[config.mk]
export PLATFORM = sky130hd
export DESIGN_NAME = vbc_eval
export DESIGN_NICKNAME = d
export VERILOG_FILES = /design/src/rtl/vbc_pkg.sv /design/src/rtl/vbc_ctl.sv /design/src/rtl/vbc_elem.sv /design/src/rtl/vbc_result.sv /design/src/rtl/vbc_eval.sv
export SDC_FILE = /design/constraint.sdc
export NUM_CORES = 1
export LEC_CHECK = 0
export BUFFER_PORTS_ARGS = -buffer_cell sky130_fd_sc_hd__buf_2
export CORE_MARGIN = 1
export CORE_UTILIZATION = 45
export CTS_CLUSTER_SIZE = 24
export DETAILED_ROUTE_END_ITERATION = 12
export PLACE_DENSITY = 0.69
export SLEW_MARGIN = 20
export SYNTH_ARGS = -nofsm -noshare
export SYNTH_HDL_FRONTEND = slang
export SYNTH_HIERARCHICAL = 1
export SYNTH_SLANG_ARGS = --single-unit
[constraint.sdc]
create_clock -name clk -period 4.4 [get_ports clk]
set_input_delay 0.22 -clock clk [delete_from_list [all_inputs] [get_ports clk]]
set_output_delay 0.22 -clock clk [all_outputs]
set_load 0.02 [all_outputs]
[src/rtl/vbc_pkg.sv]
package vbc_pkg;

   typedef enum logic {
      FORM_IMM = 1'b0,
      FORM_REG = 1'b1
   } form_e;

   // choose the write-back enable bit according to the instruction form
   function automatic logic rc_pick(form_e f, logic b30, logic b16);
      return (f == FORM_REG) ? b16 : b30;
   endfunction

   // true when this element decides the walk under the given mode
   function automatic logic stop_here(logic all_mode, logic el_ok);
      return all_mode ? !el_ok : el_ok;
   endfunction

endpackage

[src/rtl/vbc_ctl.sv]
module vbc_ctl
   import vbc_pkg::*;
#(
   parameter int MAXVL = 16,
   parameter int VL_W  = 5,
   parameter int BI_W  = 5,
   parameter int EXT_W = 4
) (
   input  logic             clk,
   input  logic             rst_n,
   input  logic             start,
   input  logic             form_sel,
   input  logic             insn_b30,
   input  logic             insn_b16,
   input  logic [BI_W-1:0]  bi,
   input  logic [EXT_W-1:0] cf_ext,
   input  logic             expect_bit,
   input  logic             mode_all,
   input  logic             step_mode,
   input  logic             vl_set_en,
   input  logic             masked_val,
   input  logic [VL_W-1:0]  vl_in,
   input  logic [MAXVL-1:0] pred_mask,
   input  logic             fin,
   output logic             busy,
   output logic [VL_W-1:0]  idx,
   output logic [BI_W-1:0]  bi_q,
   output logic [EXT_W-1:0] ext_q,
   output logic             expect_q,
   output logic             all_q,
   output logic             step_q,
   output logic             vlset_q,
   output logic             masked_q,
   output logic             rc_q,
   output logic [VL_W-1:0]  vl_q,
   output logic [MAXVL-1:0] pred_q,
   output logic             zero_go
);

   logic accept;

   assign accept  = start && !busy;
   assign zero_go = accept && (vl_in == '0);

   // configuration capture: only an accepted start touches these
   always_ff @(posedge clk or negedge rst_n) begin
      if (!rst_n) begin
         bi_q     <= '0;
         ext_q    <= '0;
         expect_q <= 1'b0;
         all_q    <= 1'b0;
         step_q   <= 1'b0;
         vlset_q  <= 1'b0;
         masked_q <= 1'b0;
         rc_q     <= 1'b0;
         vl_q     <= '0;
         pred_q   <= '0;
      end else if (accept) begin
         bi_q     <= bi;
         ext_q    <= cf_ext;
         expect_q <= expect_bit;
         all_q    <= mode_all;
         step_q   <= step_mode;
         vlset_q  <= vl_set_en;
         masked_q <= masked_val;
         rc_q     <= rc_pick(form_e'(form_sel), insn_b30, insn_b16);
         vl_q     <= vl_in;
         pred_q   <= pred_mask;
      end
   end

   // element walk
   always_ff @(posedge clk or negedge rst_n) begin
      if (!rst_n) begin
         busy <= 1'b0;
         idx  <= '0;
      end else if (accept) begin
         busy <= (vl_in != '0);
         idx  <= '0;
      end else if (busy) begin
         if (fin) begin
            busy <= 1'b0;
         end else begin
            idx <= idx + 1'b1;
         end
      end
   end

endmodule

[src/rtl/vbc_elem.sv]
module vbc_elem
   import vbc_pkg::*;
#(
   parameter int MAXVL    = 16,
   parameter int VL_W     = 5,
   parameter int BI_W     = 5,
   parameter int EXT_W    = 4,
   parameter int CF_IW    = 7,
   parameter int CF_W     = 4,
   parameter bit HAS_STEP = 1'b1
) (
   input  logic             busy,
   input  logic [VL_W-1:0]  idx,
   input  logic [BI_W-1:0]  bi_q,
   input  logic [EXT_W-1:0] ext_q,
   input  logic             expect_q,
   input  logic             all_q,
   input  logic             step_q,
   input  logic             masked_q,
   input  logic             rc_q,
   input  logic [VL_W-1:0]  vl_q,
   input  logic [MAXVL-1:0] pred_q,
   input  logic [CF_W-1:0]  cf_rd_data,
   output logic [CF_IW-1:0] cf_rd_idx,
   output logic             cf_wr_en,
   output logic [CF_IW-1:0] cf_wr_idx,
   output logic [CF_W-1:0]  cf_wr_data,
   output logic             el_ok,
   output logic             early,
   output logic             fin
);

   logic [CF_IW-1:0] base_idx;
   logic             pred_bit;
   logic             read_bit;
   logic             test_bit;
   logic             last_el;

   assign base_idx = {ext_q, bi_q[BI_W-1:2]};

   generate
      if (HAS_STEP) begin : g_step
         always_comb begin
            if (step_q) begin
               cf_rd_idx = base_idx + CF_IW'(idx);
            end else begin
               cf_rd_idx = base_idx;
            end
         end
      end else begin : g_fixed
         assign cf_rd_idx = base_idx;
      end
   endgenerate

   assign pred_bit = pred_q[idx];
   assign read_bit = cf_rd_data[bi_q[1:0]];
   assign test_bit = pred_bit ? read_bit : masked_q;
   assign el_ok    = (test_bit == expect_q);
   assign early    = busy && stop_here(all_q, el_ok);
   assign last_el  = (idx == vl_q - 1'b1);
   assign fin      = busy && (early || last_el);

   assign cf_wr_en   = busy && pred_bit && rc_q;
   assign cf_wr_idx  = CF_IW'(idx);
   assign cf_wr_data = cf_rd_data;

endmodule

[src/rtl/vbc_result.sv]
module vbc_result #(
   parameter int VL_W = 5
) (
   input  logic            clk,
   input  logic            rst_n,
   input  logic            fin,
   input  logic            el_ok,
   input  logic            early,
   input  logic [VL_W-1:0] idx,
   input  logic [VL_W-1:0] vl_q,
   input  logic            vlset_q,
   input  logic            step_q,
   input  logic            zero_go,
   input  logic            mode_all,
   output logic            done,
   output logic            taken,
   output logic [VL_W-1:0] vl_out,
   output logic [VL_W-1:0] elem_idx
);

   logic [VL_W-1:0] vl_next;
   logic [VL_W-1:0] idx_next;

   always_comb begin
      if (vlset_q && early) begin
         vl_next = el_ok ? idx : idx + 1'b1;
      end else begin
         vl_next = vl_q;
      end
      if (step_q) begin
         idx_next = early ? idx : vl_q;
      end else begin
         idx_next = '0;
      end
   end

   always_ff @(posedge clk or negedge rst_n) begin
      if (!rst_n) begin
         done     <= 1'b0;
         taken    <= 1'b0;
         vl_out   <= '0;
         elem_idx <= '0;
      end else if (zero_go) begin
         done     <= 1'b1;
         taken    <= !mode_all;
         vl_out   <= '0;
         elem_idx <= '0;
      end else if (fin) begin
         done     <= 1'b1;
         taken    <= el_ok;
         vl_out   <= vl_next;
         elem_idx <= idx_next;
      end else begin
         done <= 1'b0;
      end
   end

endmodule

[src/rtl/vbc_eval.sv]
module vbc_eval #(
   parameter int MAXVL    = 16,
   parameter int CF_DEPTH = 128,
   parameter int CF_W     = 4,
   parameter int BI_W     = 5,
   parameter bit HAS_STEP = 1'b1,
   localparam int VL_W    = $clog2(MAXVL + 1),
   localparam int CF_IW   = $clog2(CF_DEPTH),
   localparam int EXT_W   = CF_IW - (BI_W - 2)
) (
   input  logic             clk,
   input  logic             rst_n,
   input  logic             start,
   input  logic             form_sel,
   input  logic             insn_b30,
   input  logic             insn_b16,
   input  logic [BI_W-1:0]  bi,
   input  logic [EXT_W-1:0] cf_ext,
   input  logic             expect_bit,
   input  logic             mode_all,
   input  logic             step_mode,
   input  logic             vl_set_en,
   input  logic             masked_val,
   input  logic [VL_W-1:0]  vl_in,
   input  logic [MAXVL-1:0] pred_mask,
   output logic [CF_IW-1:0] cf_rd_idx,
   input  logic [CF_W-1:0]  cf_rd_data,
   output logic             cf_wr_en,
   output logic [CF_IW-1:0] cf_wr_idx,
   output logic [CF_W-1:0]  cf_wr_data,
   output logic             busy,
   output logic             done,
   output logic             taken,
   output logic [VL_W-1:0]  vl_out,
   output logic [VL_W-1:0]  elem_idx
);

   generate
      if (CF_W != 4) begin : g_bad_cfw
         $error("vbc_eval: CF_W must be 4");
      end
      if ((1 << CF_IW) != CF_DEPTH) begin : g_bad_depth
         $error("vbc_eval: CF_DEPTH must be a power of two");
      end
      if (MAXVL > CF_DEPTH) begin : g_bad_vl
         $error("vbc_eval: MAXVL must not exceed CF_DEPTH");
      end
      if (EXT_W < 1) begin : g_bad_ext
         $error("vbc_eval: BI_W too wide for CF_DEPTH");
      end
   endgenerate

   logic [VL_W-1:0]  idx;
   logic [BI_W-1:0]  bi_q;
   logic [EXT_W-1:0] ext_q;
   logic             expect_q;
   logic             all_q;
   logic             step_q;
   logic             vlset_q;
   logic             masked_q;
   logic             rc_q;
   logic [VL_W-1:0]  vl_q;
   logic [MAXVL-1:0] pred_q;
   logic             zero_go;
   logic             el_ok;
   logic             early;
   logic             fin;

   vbc_ctl #(
      .MAXVL(MAXVL), .VL_W(VL_W), .BI_W(BI_W), .EXT_W(EXT_W)
   ) u_ctl (
      .clk(clk), .rst_n(rst_n), .start(start), .form_sel(form_sel),
      .insn_b30(insn_b30), .insn_b16(insn_b16), .bi(bi), .cf_ext(cf_ext),
      .expect_bit(expect_bit), .mode_all(mode_all), .step_mode(step_mode),
      .vl_set_en(vl_set_en), .masked_val(masked_val), .vl_in(vl_in),
      .pred_mask(pred_mask), .fin(fin), .busy(busy), .idx(idx),
      .bi_q(bi_q), .ext_q(ext_q), .expect_q(expect_q), .all_q(all_q),
      .step_q(step_q), .vlset_q(vlset_q), .masked_q(masked_q), .rc_q(rc_q),
      .vl_q(vl_q), .pred_q(pred_q), .zero_go(zero_go)
   );

   vbc_elem #(
      .MAXVL(MAXVL), .VL_W(VL_W), .BI_W(BI_W), .EXT_W(EXT_W),
      .CF_IW(CF_IW), .CF_W(CF_W), .HAS_STEP(HAS_STEP)
   ) u_elem (
      .busy(busy), .idx(idx), .bi_q(bi_q), .ext_q(ext_q),
      .expect_q(expect_q), .all_q(all_q), .step_q(step_q),
      .masked_q(masked_q), .rc_q(rc_q), .vl_q(vl_q), .pred_q(pred_q),
      .cf_rd_data(cf_rd_data), .cf_rd_idx(cf_rd_idx), .cf_wr_en(cf_wr_en),
      .cf_wr_idx(cf_wr_idx), .cf_wr_data(cf_wr_data), .el_ok(el_ok),
      .early(early), .fin(fin)
   );

   vbc_result #(
      .VL_W(VL_W)
   ) u_result (
      .clk(clk), .rst_n(rst_n), .fin(fin), .el_ok(el_ok), .early(early),
      .idx(idx), .vl_q(vl_q), .vlset_q(vlset_q), .step_q(step_q),
      .zero_go(zero_go), .mode_all(mode_all), .done(done), .taken(taken),
      .vl_out(vl_out), .elem_idx(elem_idx)
   );

endmodule

* After elaboration in Yosys (flattened, before gate mapping)
Cells that the tools add are included.
W data, S select, Z words.
** Cells by class
- Add/subtract/negate cells :: 3
- Order comparisons :: 2
- Reduce and logical (&&, ||, !) cells :: 16
- Eq/ne operators :: 3
- Mux-type cells :: 26
** Operator list (number)
- $mux W5 :: 11
- $mux W1 :: 12
- $add A7 B5 Y7 :: 1
- $logic_and A1 B1 Y1 :: 7
- $mux W7 :: 1
- $add A5 B1 Y5 const B :: 1
- $eq A5 B5 Y1 :: 1
- $logic_not A5 Y1 :: 1
- $lt A5 B5 Y1 const B :: 1
- $reduce_bool A5 Y1 :: 1
- $sub A5 B1 Y5 const B :: 1
- $bmux W1 S4 :: 1
- $reduce_bool A2 Y1 :: 2
- $logic_not A1 Y1 :: 3
- $lt A2 B3 Y1 const B :: 1
- $bmux W1 S2 :: 1
- $ne A2 B1 Y1 const B :: 1
- $reduce_and A2 Y1 :: 1
- $eq A1 B1 Y1 :: 1
- $logic_or A1 B1 Y1 :: 1
** Word-level totals
- Bits of input ports :: 45
- Bits in registers :: 54
- Word-level logic and storage cells :: 66
- Output and inout bits :: 32

* Longest topological paths before layout
Gate-level depths: netlist (run 1).
- Depth in word-level cells :: 12
- Depth in mapped cells :: 12
- Mapped depth without buffers :: 10

* Modules after synthesis
Netlist (run 1), hierarchy kept.
** By module, submodules not included
- vbc_ctl :: area an instance 1656.6 um2, cells an instance 178, sequential area each 1051.0 um2, instances 1
- vbc_result :: area an instance 661.9 um2, cells an instance 67, sequential area each 300.3 um2, instances 1
- vbc_elem :: area an instance 651.9 um2, cells an instance 69, sequential area each 0.0 um2, instances 1

* Worst setup path before layout (run 1)
No wires, ideal clock.
- Path kind :: register to register
- Start point :: register u_ctl.idx[0]
- End point :: register u_result.vl_out[4]
- Library setup time :: 126 ps
- Path buffers :: 2
- Stages on the path, launching flop included :: 12
- Slack :: 1336 ps
- Data required time :: 4274 ps
- Clock period less this slack :: 3064 ps
- Arrival :: 2938 ps
- Cells stage by stage :: dfrtp_1 -> buf_6 -> mux4_1 -> mux4_2 -> mux2i_1 -> xnor2_1 -> xnor2_1 -> and2_1 -> buf_4 -> and2_1 -> nor2_1 -> a221o_1
** Between the ends
- Longest elaborated chain between the ends :: 11
- Elaborated cells on any way between the ends :: 17
- Those cells by class :: add/sub: 1; eq/ne: 2; mux: 8; reduce/logical: 6
** RTL lines
- start, declared :: RTL line vbc_ctl.sv:26 : output logic [VL_W-1:0] idx,
- start signal, assigned :: RTL line vbc_ctl.sv:84 : idx <= idx + 1'b1;
- $bmux W1 S4 * :: RTL line vbc_elem.sv:55 : assign pred_bit = pred_q[idx];
- $mux W1 (not written as such) * :: RTL line vbc_elem.sv:55
- $mux W1 * :: RTL line vbc_elem.sv:57 : assign test_bit = pred_bit ? read_bit : masked_q;
- $eq A1 B1 Y1 * :: RTL line vbc_elem.sv:58 : assign el_ok = (test_bit == expect_q);
- $logic_not A1 Y1 :: RTL line vbc_pkg.sv:15 : return all_mode ? !el_ok : el_ok;
- $mux W1 * :: RTL line vbc_pkg.sv:15
- $logic_and A1 B1 Y1 * :: RTL line vbc_elem.sv:59 : assign early = busy && stop_here(all_q, el_ok);
- via early :: RTL line vbc_eval.sv:66 : logic early;
- $logic_and A1 B1 Y1 :: RTL line vbc_result.sv:25 : if (vlset_q && early) begin
- $mux W5 :: RTL line vbc_result.sv:25
- $mux W5 :: RTL line vbc_result.sv:48 : end else if (fin) begin
- $mux W5 :: RTL line vbc_result.sv:43 : end else if (zero_go) begin
- end signal, assigned :: RTL line vbc_result.sv:51 : vl_out <= vl_next;
- end, declared :: RTL line vbc_result.sv:17 : output logic [VL_W-1:0] vl_out,
The timed path passes the listed nets; every way through them passes the cells marked *. The select of a mux whose other input is x is not followed.
A chain may end at the register's enable or synchronous reset.

* Worst setup path after layout (run 1)
- Start point :: register u_ctl.idx[1]
- End point :: register u_ctl.idx[2]
** Between the ends
- Longest elaborated chain between the ends :: 11
- Elaborated cells on any way between the ends :: 16
- Those cells by class :: add/sub: 1; eq/ne: 3; mux: 7; reduce/logical: 5
** RTL lines
- $bmux W1 S4 :: RTL line vbc_elem.sv:55
- $mux W1 (not written as such) :: RTL line vbc_elem.sv:55
- $mux W1 :: RTL line vbc_elem.sv:57
- $eq A1 B1 Y1 :: RTL line vbc_elem.sv:58
- $logic_not A1 Y1 :: RTL line vbc_pkg.sv:15
- $mux W1 :: RTL line vbc_pkg.sv:15
- $logic_and A1 B1 Y1 :: RTL line vbc_elem.sv:59
- $logic_or A1 B1 Y1 * :: RTL line vbc_elem.sv:61 : assign fin = busy && (early || last_el);
- $logic_and A1 B1 Y1 * :: RTL line vbc_elem.sv:61
- via fin :: RTL line vbc_eval.sv:67 : logic fin;
- $ne A2 B1 Y1 (no source line) *
- $reduce_and A2 Y1 (no source line) *
Marked as above.

==> impl_metrics.csv, run 1 <==
group,metric,value,unit
status,run_status,"completed",
clocking,clockBufferDepth,2,
final_layout,final_area,3420,sq um
pwr,pwr_density_cell,793,nW/um^2
synthesis,avgSynthCellArea,9.46,sq um
clocking,clockRootBuffer,"clkbuf_8",
grt,grt_busiest_layer,"met2",
floorplan,io_pins,77,
timing,skew,9.58,ps
setup_path,required,4630,ps
clocking,cts.clk_slew.worst_paths,100,ps
floorplan,dieArea,6930,sq um
grt,antenna_found_initial,0,
placed_design,place_inst,445,
final_layout,nFillCells,605,
synthesis,synth_area,2970,sq um
timing,period_needed,3450,ps
pwr,power,2710,uW
synthesis,yosysMostFrequentCell,"nand2_1",
final_layout,instances_no_fill,453,
timing,tightest_slew,699,ps
route,viasPerCell,5.10,
timing,hold_viol_final,0,
timing,relSlewSlack,53.4,%
synthesis,synth-edff-count,0,
timing,setup_viol,0,
timing,fin_setup_tns,0,ps
grt,grt_pass1_vias,2140,
clocking,cts-resized-gates,0,
grt,track_usage,19.4,%
synthesis,yosysWarnings,6,
clocking,htreeDepth,2,
timing,rsz0062_at_grt,"false",
grt,grt_use_met3,3.48,%
setup_path,worstPathMaxFanout,15,
setup_path,cp.arrival,3680,ps
pwr,p_leak,0.00182,uW
synthesis,synth_top_area_share,45.5,%
synthesis,yosysTopAreaCell,"dfrtp_1",
flow_run,cap_violations,0,
route,vias,2311,
final_layout,drive_gt1_share,27.1,%
route,drtIter0Drc,136,
synthesis,yosysSeqAreaShare,45.5,%
final_layout,diodes,0,
floorplan,die_h,83.2,microns
final_layout,area_delta_synth_final,15.2,%
floorplan,die_x,83.2,microns
grt,grt_max_degree,55,
synthesis,synth_cells,314,
worst_hold_path,hold_path_class,"in2async",
setup_path,path_class,"reg2reg",
route,drtPass1Iterations,4,
timing,setup_slack,945,ps
route,route.detailed.drc,0,
clocking,cts_hold_buf,0,
route,avgRoutedWirePerCell,14.2,microns
synthesis,synth-main-ff-cell,"dfrtp_1",
placed_design,hpwl,4640,microns
setup_path,end_kind,"flip-flop",
setup_path,crit_path_start_kind,"flip-flop",
synthesis,async_flop_share,100,%
timing,maxSlewViolCount,0,
floorplan,core,6350,sq um
route,drtAntennaViolNets,0,
clocking,clock_sinks,54,
synthesis,yosysUniqueCellTypes,44,
grt,grt_pass1_wl,10800,microns
grt,met2_usage,32.1,%
grt,grtUsageMet1,26.7,%
placed_design,io_buffers,74,
route,routed_wl,6430,microns
grt,overflow,0,
pwr,irDropWorstVdd,0.382,mV
timing,max_freq,289,MHz
timing,fin_crit_sh,78.5,%
placed_design,dp_slack,991,ps
synthesis,yosys-top-cells-count,"117 x nand2_1, 54 x dfrtp_1, 13 x xnor2_1",
clocking,clk_latency,310,ps
clocking,cts_tree,"done",
placed_design,dpl_cell_area,3320,sq um
synthesis,synth-seq-cells,54,
floorplan,placementRows,29,
synthesis,synth.area.top_cells,"dfrtp_1 45%, nand2_1 15%, xnor2_1 3.8%",
clocking,numCtsBuffers,5,
floorplan,initial_core_util,46.8,%
clocking,cts_setup_buffers,0,
final_layout,final_nets,429,
placed_design,gp_congestion,0.810,
state kept, by name (all words and copies together) (netlist names):
signal / count
u_ctl/busy: 1
u_result/vl_out: 5
u_ctl/vlset_q: 1
u_ctl/idx: 5
u_result/done: 1
u_ctl/expect_q: 1
u_result/elem_idx: 5
u_ctl/bi_q: 5
u_ctl/masked_q: 1
u_result/taken: 1
u_ctl/vl_q: 5
u_ctl/step_q: 1
u_ctl/rc_q: 1
u_ctl/all_q: 1
u_ctl/ext_q: 4
u_ctl/pred_q: 16
layout by cell type (no fill, tap or decap), types with 2 or more instances in the layout:
master / count
nand2_1: 117
buf_2: 74
dfrtp_1: 54
xnor2_1: 13
mux2i_1: 11
nor2_1: 8
ha_1: 8
a21oi_1: 8
clkbuf_8: 7
o21ai_0: 7
mux2_2: 6
nor2b_1: 5
buf_4: 4
inv_1: 4
nor3_1: 4
xor2_1: 4
nand2b_1: 3
a21o_1: 3
mux4_1: 3
nor2b_2: 2
nand4_1: 2
mux4_2: 2
and2_1: 2
o211ai_1: 2
conb_1: 2
o31ai_1: 2
a211oi_1: 2
per-stage QoR:
step / util [%] / hold slack (ps)
after floorplan: - / -75.6
after global placement: 52.2 / 384
after detailed placement: 52.2 / 391
after CTS: 53.9 / 47.4
after global routing: 53.9 / 91.6
final: 53.9 / 7.46
final timing paths:
path | startpoint | end | slack (ps) | cells after the start
max | u_ctl/idx[1]$_DFFE_PN0P_ | u_ctl/idx[2]$_DFFE_PN0P_ | 950 | 9
min | rst_n | u_ctl/vl_q[2]$_DFFE_PN0P_ | 7 | 2
max reg2reg | u_ctl/idx[1]$_DFFE_PN0P_ | u_ctl/idx[2]$_DFFE_PN0P_ | 950 | 9
min reg2reg | u_result/elem_idx[3]$_DFFE_PN0P_ | u_result/elem_idx[3]$_DFFE_PN0P_ | 480 | 2
max in group asynchronous | rst_n | u_ctl/pred_q[9]$_DFFE_PN0P_ | 3910 | 2
min in group clk | bi[1] | u_ctl/bi_q[1]$_DFFE_PN0P_ | 90 | 3
worst max-delay path, stage by stage (launching register included):
cell and delay, ps:
dfrtp_1 690, mux4_2 380, mux4_2 500, mux2i_1 200, xnor2_1 190, xnor2_1 120, a21o_1 300, nor2b_1 430
mux2_2 400, mux2i_1 150
cell type report:
type,instances,area [sq um],area share [%]
well taps,77,96.3,2.82
repair buffers,78,400,11.7
flip-flops and latches,54,1350,39.5
clock inverters,1,8.76,0.256
clock buffers,7,96.3,2.82
multi-input cells,232,1450,42.5
inverters,4,15.0,0.439
cell families (layout without fill, tap and decap cells):
| group | count (synthesis) | count (layout) | share of synthesized area, % |
|---|---|---|---|
| and+or+nand+nor | 153 | 153 | 22.6 |
| adders and majority gates | 9 | 9 | 4.04 |
| DFF | 54 | 54 | 45.5 |
| buffers and inverters | 29 | 90 | 5.77 |
| other | 1 | 2 | 0.126 |
| muxes | 23 | 23 | 11.0 |
| AOI/OAI and AO/OA | 28 | 28 | 5.98 |
| xor gates and xnor gates | 17 | 17 | 5.01 |
per-layer routing:
metal	wire, microns	part of all wire, %
met1	3000	47
met4	51	0.79
met5	0	0
met3	244	3.8
met2	3140	49
report_power, final:
group / leakage, uW / switching [uW] / total (uW) / internal, uW
Clock: 0.0000544 / 169 / 314 / 145
Combinational: 0.00108 / 813 / 1450 / 641
Sequential: 0.000678 / 227 / 944 / 718
Total: 0.00182 / 1210 / 2710 / 1500
No activity file was read; power rests on OpenSTA's default activity.
==> inputs of run 2 (changes only) <==
- ABC_AREA: not set -> 1
- PLACE_DENSITY: 0.69 -> 0.68
- clock period: 4.4 -> 3.3 ns (I/O delays scaled with it)
==> run 2 against run 1 <==
Clock skew fell by 6.2 ps. Setup slack got worse by 350 ps. Combinational power up 39%. Synthesized cell count increased by 40%. Largest power group unchanged.
==> impl_metrics.csv, run 2 <==
group,metric,value,unit
timing,rsz0062_at_grt,"false",
final_layout,final_nets,558,
setup_path,crit_buf_inv,1,
route,drtIter0Drc,161,
setup_path,r2r_start,"u_ctl/idx[0]$_DFFE_PN0P_",
grt,track_usage,21.1,%
final_layout,utilization,53.8,%
floorplan,core,6790,sq um
clocking,clockRootBuffer,"clkbuf_8",
route,vias,2881,
clocking,numCtsBuffers,5,
final_layout,diodes,0,
synthesis,avgSynthCellArea,7.24,sq um
grt,overflow,0,
timing,fin_crit_sh,82.1,%
clocking,clockBufferDepth,2,
floorplan,die_x,86.1,microns
setup_path,required,3130,ps
final_layout,area.sequential,1350,sq um
setup_path,crit_top_cell,"nand2_1",
synthesis,synth_cells,439,
synthesis,yosysWarnings,6,
timing,fin_setup_tns,0,ps
route,routed_wl,7280,microns
floorplan,io_pins,77,
clocking,htreeDepth,2,
setup_path,cp_cell_sequence,"ha_1 > fa_1 > a21oi_1 > o21bai_1 > nand2_1 > nand2_1 > nand3_1 > xnor2_1 > buf_2",
worst_hold_path,min_delay_worst_endpoint,"u_ctl/pred_q[15]$_DFFE_PN0P_",
setup_path,path_class,"reg2out",
worst_hold_path,worstHoldPathCells,3,
clocking,cts_setup_buffers,0,
clocking,cts-resized-gates,0,
synthesis,yosys-top-cells-count,"186 x nand2_1, 54 x dfrtp_1, 48 x inv_1",
grt,grt_pass1_wl,12300,microns
timing,tightest_slew,740,ps
flow_run,cap_violations,0,
synthesis,synth_area,3180,sq um
setup_path,ff2ff_setup_slack,650,ps
pwr,p_leak,0.00206,uW
synthesis,synth_top_area_share,42.5,%
final_layout,drive_gt1_share,20.4,%
floorplan,placementRows,30,
grt,grt_max_degree,41,
synthesis,yosysSeqAreaShare,42.5,%
route,drtAntennaViolNets,0,
synthesis,synth-main-ff-cell,"dfrtp_1",
setup_path,ff2ff_path_depth,17,
timing,period_needed,2710,ps
final_layout,area_delta_synth_final,15.0,%
clocking,cts.clk_slew.worst_paths,90,ps
timing,maxSlewViolCount,0,
placed_design,gp_congestion,0.869,
timing,max_freq,369,MHz
final_layout,final_common_cell,"nand2_1",
synthesis,yosysMostFrequentCell,"nand2_1",
floorplan,die_h,86.1,microns
final_layout,mostFrequentLayoutCells,"186 x nand2_1, 74 x buf_2, 54 x dfrtp_1",
timing,hold_viol_final,0,
setup_path,worstPathMaxFanout,20,
pwr,irDropWorstVdd,0.342,mV
clocking,clock_sinks,54,
synthesis,synth-seq-cells,54,
route,viasPerCell,4.79,
final_layout,largest_reg_flops,16,
setup_path,crit_path_start_kind,"flip-flop",
route,drtPass1Iterations,5,
placed_design,io_buffers,74,
floorplan,dieArea,7410,sq um
setup_path,rr_endpoint,"u_result/vl_out[1]$_DFFE_PN0P_",
setup_path,end_kind,"output pin",
pwr,pwr_density_cell,1020,nW/um^2
setup_path,critPathMaxStageDelay,660,ps
timing,setup_viol,0,
status,run_status,"completed",
timing,relSlewSlack,50.5,%
synthesis,async_flop_share,100,%
setup_path,slowest_stage,"dfrtp_1",
timing,skew,3.36,ps
setup_path,cp.arrival,2540,ps
placed_design,hpwl,5320,microns
synthesis,yosysUniqueCellTypes,32,
synthesis,yosysTopAreaCell,"dfrtp_1",
setup_path,crit_family,"adder cells",
clocking,clk_latency,300,ps
final_layout,multi_input_comb_area,1460,sq um
route,route.detailed.drc,0,
final_layout,largest_register,"u_ctl/pred_q",
grt,antenna_found_initial,0,
worst_hold_path,hold_path_class,"in2reg",
setup_path,startpoint,"u_ctl/idx[0]$_DFFE_PN0P_",
grt,grt_pass1_vias,2690,
synthesis,synth.area.top_cells,"dfrtp_1 43%, nand2_1 22%, inv_1 5.7%",
final_layout,nFillCells,700,
synthesis,synth-edff-count,0,
floorplan,initial_core_util,46.8,%
clocking,cts_tree,"done",
route,avgRoutedWirePerCell,12.1,microns
worst_hold_path,worstHoldStart,"pred_mask[15]",
## run 2: cell types whose count changed after synthesis, moves of 7 or more
cell	previous run	this run
nor2_1	8	26
nand2_1	117	186
o21ai_0	7	17
inv_1	4	48
mux2i_1	11	0
xnor2_1	13	6
nand3_1	1	24
## run 2: per-stage QoR
| step | std cells | instance area [sq um] | hold slack [ps] | setup WS [ps] | power (uW) |
|---|---|---|---|---|---|
| floorplan | 440 | 3180 | -131 | 1220 | 2810 |
| global placement | 592 | 3540 | 221 | 813 | 3230 |
| detailed placement | 592 | 3540 | 222 | 674 | 3290 |
| CTS | 601 | 3650 | 37.7 | 596 | 3740 |
| global route | 601 | 3650 | 37.8 | 316 | 4100 |
| finish | 601 | 3650 | 44.9 | 591 | 3730 |
## run 2: how the worst max path moves through the flow
stage	to	slack, ps	cells past startpoint
after CTS	cf_rd_idx[6]	600	9
after global routing	u_result/vl_out[1]$_DFFE_PN0P_	320	17
after detailed placement	u_result/vl_out[1]$_DFFE_PN0P_	670	17
after floorplan	cf_rd_idx[4]	1220	7
final	cf_rd_idx[6]	590	9
after global placement	u_ctl/idx[2]$_DFFE_PN0P_	810	17
## run 2: area by class of cell
class / instances / share of cell area [%]
flip-flops and latches: 54 / 37.0
multi-input cells: 310 / 40.0
clock buffers: 7 / 2.09
inverters: 55 / 5.79
repair buffers: 78 / 11.0
well taps: 96 / 3.29
clock inverters: 1 / 0.822
## run 2: cell families after synthesis
| group | Yosys count | synth area share [%] |
|---|---|---|
| AO/OA/AOI/OAI | 35 | 5.98 |
| XOR/XNOR | 10 | 2.75 |
| adder cells (fa/ha/maj) | 9 | 3.78 |
| buffers and inverters | 76 | 11.6 |
| flip-flops | 54 | 42.5 |
| other | 1 | 0.118 |
| AND/OR/NAND/NOR | 254 | 33.3 |
## run 2: power by group
part           switching (uW)  internal [uW]
Combinational            1290            716
Sequential                322            960
Clock                     209            227
Total                    1820           1900
## run 2: what timing repair did
| action | CTS | global route |
|---|---|---|
| endpoints found under the hold margin | 27 | 0 |
| endpoints found under the setup margin | 0 | 0 |
| hold buffers | 1 | 0 |
## run 2: worst min-delay path, stage by stage
cell and delay, ps:
buf_2 70, nand2_1 40, nand2_1 40
## run 2: metal layers
layer	track usage, %	up-vias	part of all wire, %
met5	0	-	0
met4	6.82	0	0.89
met3	4.14	6	4.8
met2	34.8	90	48
met1	27.7	1325	46
li1	-	1460	-
==> inputs of run 3 (changes only) <==
- ABC_AREA: 1 -> 0
- PLACE_DENSITY: 0.68 -> 0.69
- clock period: 3.3 -> 2.82 ns (I/O delays scaled with it)
==> run 3 against run 2 <==
Clock skew rose by 5.5 ps. Critical path depth rose by 1. The run now ends with negative setup slack left. Sequential cell count did not move. Total power rose by 24%. Sequential share of layout area rose by 0.94 points. Register-to-register slack got worse by 800 ps. Worst hold slack got worse by 33 ps.
==> impl_metrics.csv, run 3 (synthesized netlist as in run 1, its figures left out) <==
group,metric,value,unit
status,run_status,"finished with violations",
status,violations,"negative setup slack",
grt,grt_max_degree,40,
timing,relSlewSlack,51.2,%
floorplan,io_pins,77,
setup_path,crit_path_start_kind,"flip-flop",
route,drtIter0Drc,94,
timing,setup_viol,13,
pwr,power,4630,uW
final_layout,largest_reg_flops,16,
pwr,pwr_density_cell,1300,nW/um^2
timing,hold_viol_final,0,
floorplan,placementRows,29,
clocking,clockRootBuffer,"clkbuf_8",
floorplan,core,6350,sq um
clocking,clockBufferDepth,2,
route,avgRoutedWirePerCell,14.2,microns
pwr,pwr-share-clk,9.9,%
pwr,switching_power,2010,uW
floorplan,die_x,83.2,microns
setup_path,required,3050,ps
final_layout,area_delta_synth_final,20.1,%
pwr,pwr-share-seq,31.1,%
pwr,irDropWorstVdd,0.681,mV
pwr,p_int,2620,uW
final_layout,final_nets,443,
setup_path,ff2ff_path_depth,10,
grt,antenna_found_initial,0,
route,routed_wl,6620,microns
placed_design,gp_congestion,0.902,
timing,fin_crit_sh,105,%
route,drtAntennaViolNets,0,
timing,rsz0062_at_grt,"true",
pwr,combPwrFrac,59.0,%
setup_path,cp.arrival,3210,ps
placed_design,place_inst,456,
final_layout,instances_no_fill,467,
route,viasPerCell,5.12,
flow_run,cap_violations,0,
worst_hold_path,hold_path_class,"in2reg",
floorplan,initial_core_util,46.8,%
clocking,clock_sinks,54,
timing,tightest_slew,728,ps
placed_design,hpwl,4830,microns
setup_path,worstPathMaxFanout,5,
final_layout,drive_gt1_share,32.8,%
floorplan,dieArea,6930,sq um
worst_hold_path,worstHoldPathCells,3,
pwr,sw_frac_of_total,43.5,%
grt,overflow,0,
final_layout,mostFrequentLayoutCells,"117 x nand2_1, 74 x buf_2, 53 x dfrtp_1",
clocking,htreeDepth,2,
grt,grt_pass1_vias,2390,
grt,grt_pass1_wl,11300,microns
placed_design,io_buffers,74,
setup_path,end_kind,"flip-flop",
clocking,cts_tree,"done",
timing,skew,8.85,ps
route,vias,2393,
clocking,clk_latency,310,ps
final_layout,diodes,0,
final_layout,final_common_cell,"nand2_1",
route,route.detailed.drc,0,
setup_path,path_class,"reg2reg",
floorplan,die_h,83.2,microns
pwr,p_leak,0.00189,uW
clocking,numCtsBuffers,5,
final_layout,largest_register,"u_ctl/pred_q",
grt,track_usage,20.3,%
timing,setup_slack,-154,ps
final_layout,nFillCells,581,
clocking,cts.clk_slew.worst_paths,100,ps
timing,period_needed,2970,ps
timing,max_freq,336,MHz
route,drtPass1Iterations,4,
timing,maxSlewViolCount,0,
run 3: cell type report:
class | instances | area [sq um] | share of cell area [%]
sequential | 54 | 1350 | 37.9
multi-input combinational | 232 | 1500 | 42.1
tap | 77 | 96.3 | 2.70
clock buffer | 6 | 82.6 | 2.31
inverter | 4 | 15.0 | 0.421
clock inverter | 2 | 12.5 | 0.351
timing repair buffer | 92 | 508 | 14.2
run 3: timing repair:
item | CTS | global route
setup endpoints to repair | 17 | 19
setup buffers | 1 | 1
gates resized for setup | 2 | 12
pin swaps | 2 | 5
hold endpoints to repair | 54 | 0
hold buffers | 1 | 0
run 3: worst paths after layout:
kind	to	startpoint	slack, ps
max	u_ctl/idx[2]$_DFFE_PN0P_	u_ctl/idx[0]$_DFFE_PN0P_	-150
max reg2reg	u_ctl/idx[2]$_DFFE_PN0P_	u_ctl/idx[0]$_DFFE_PN0P_	-150
min in group asynchronous	u_result/done$_DFF_PN0_	rst_n	330
min reg2reg	u_ctl/pred_q[8]$_DFFE_PN0P_	u_ctl/pred_q[8]$_DFFE_PN0P_	480
max in group asynchronous	u_ctl/idx[0]$_DFFE_PN0P_	rst_n	2110
min	u_ctl/pred_q[8]$_DFFE_PN0P_	pred_mask[8]	10
run 3: worst max-delay path, cell delays in order, from the launching register on:
cell,delay [ps]
dfrtp_2,450
mux4_2,520
mux4_2,540
mux2i_4,220
xnor2_2,160
xnor2_2,140
a21o_1,170
nor2b_1,120
buf_4,160
mux2_4,290
mux2i_1,130
run 3: power groups by stage:
| stage | registers, uW | logic [uW] | clock network [uW] |
|---|---|---|---|
| global route | 1490 | 3010 | 507 |
| global placement | 1450 | 2470 | 0 |
| floorplan | 1450 | 1880 | 0 |
| detailed placement | 1450 | 2550 | 0 |
| finish | 1440 | 2730 | 459 |
| CTS | 1440 | 2610 | 469 |
run 3: metrics by stage:
stage          utilization [%]  setup TNS [ps]  hold WS, ps  setup slack, ps  area (sq um)
3_5_place_dp              53.6            -406          147             -114          3400
5_1_grt                   56.2           -2850         14.7             -264          3570
6_report                  56.2            -584         12.0             -154          3570
2_1_floorplan                -            -193         -155            -99.0          2980
3_3_place_gp              53.6           -47.1          142            -28.3          3400
4_1_cts                   55.5            -888         6.45             -143          3520
run 3: layer usage:
layer / part of all wire (%) / track usage [%]
met3: 4.3 / 3.58
met5: 0 / 0
met2: 48 / 34.6
met4: 0.95 / 4.86
met1: 47 / 27.0
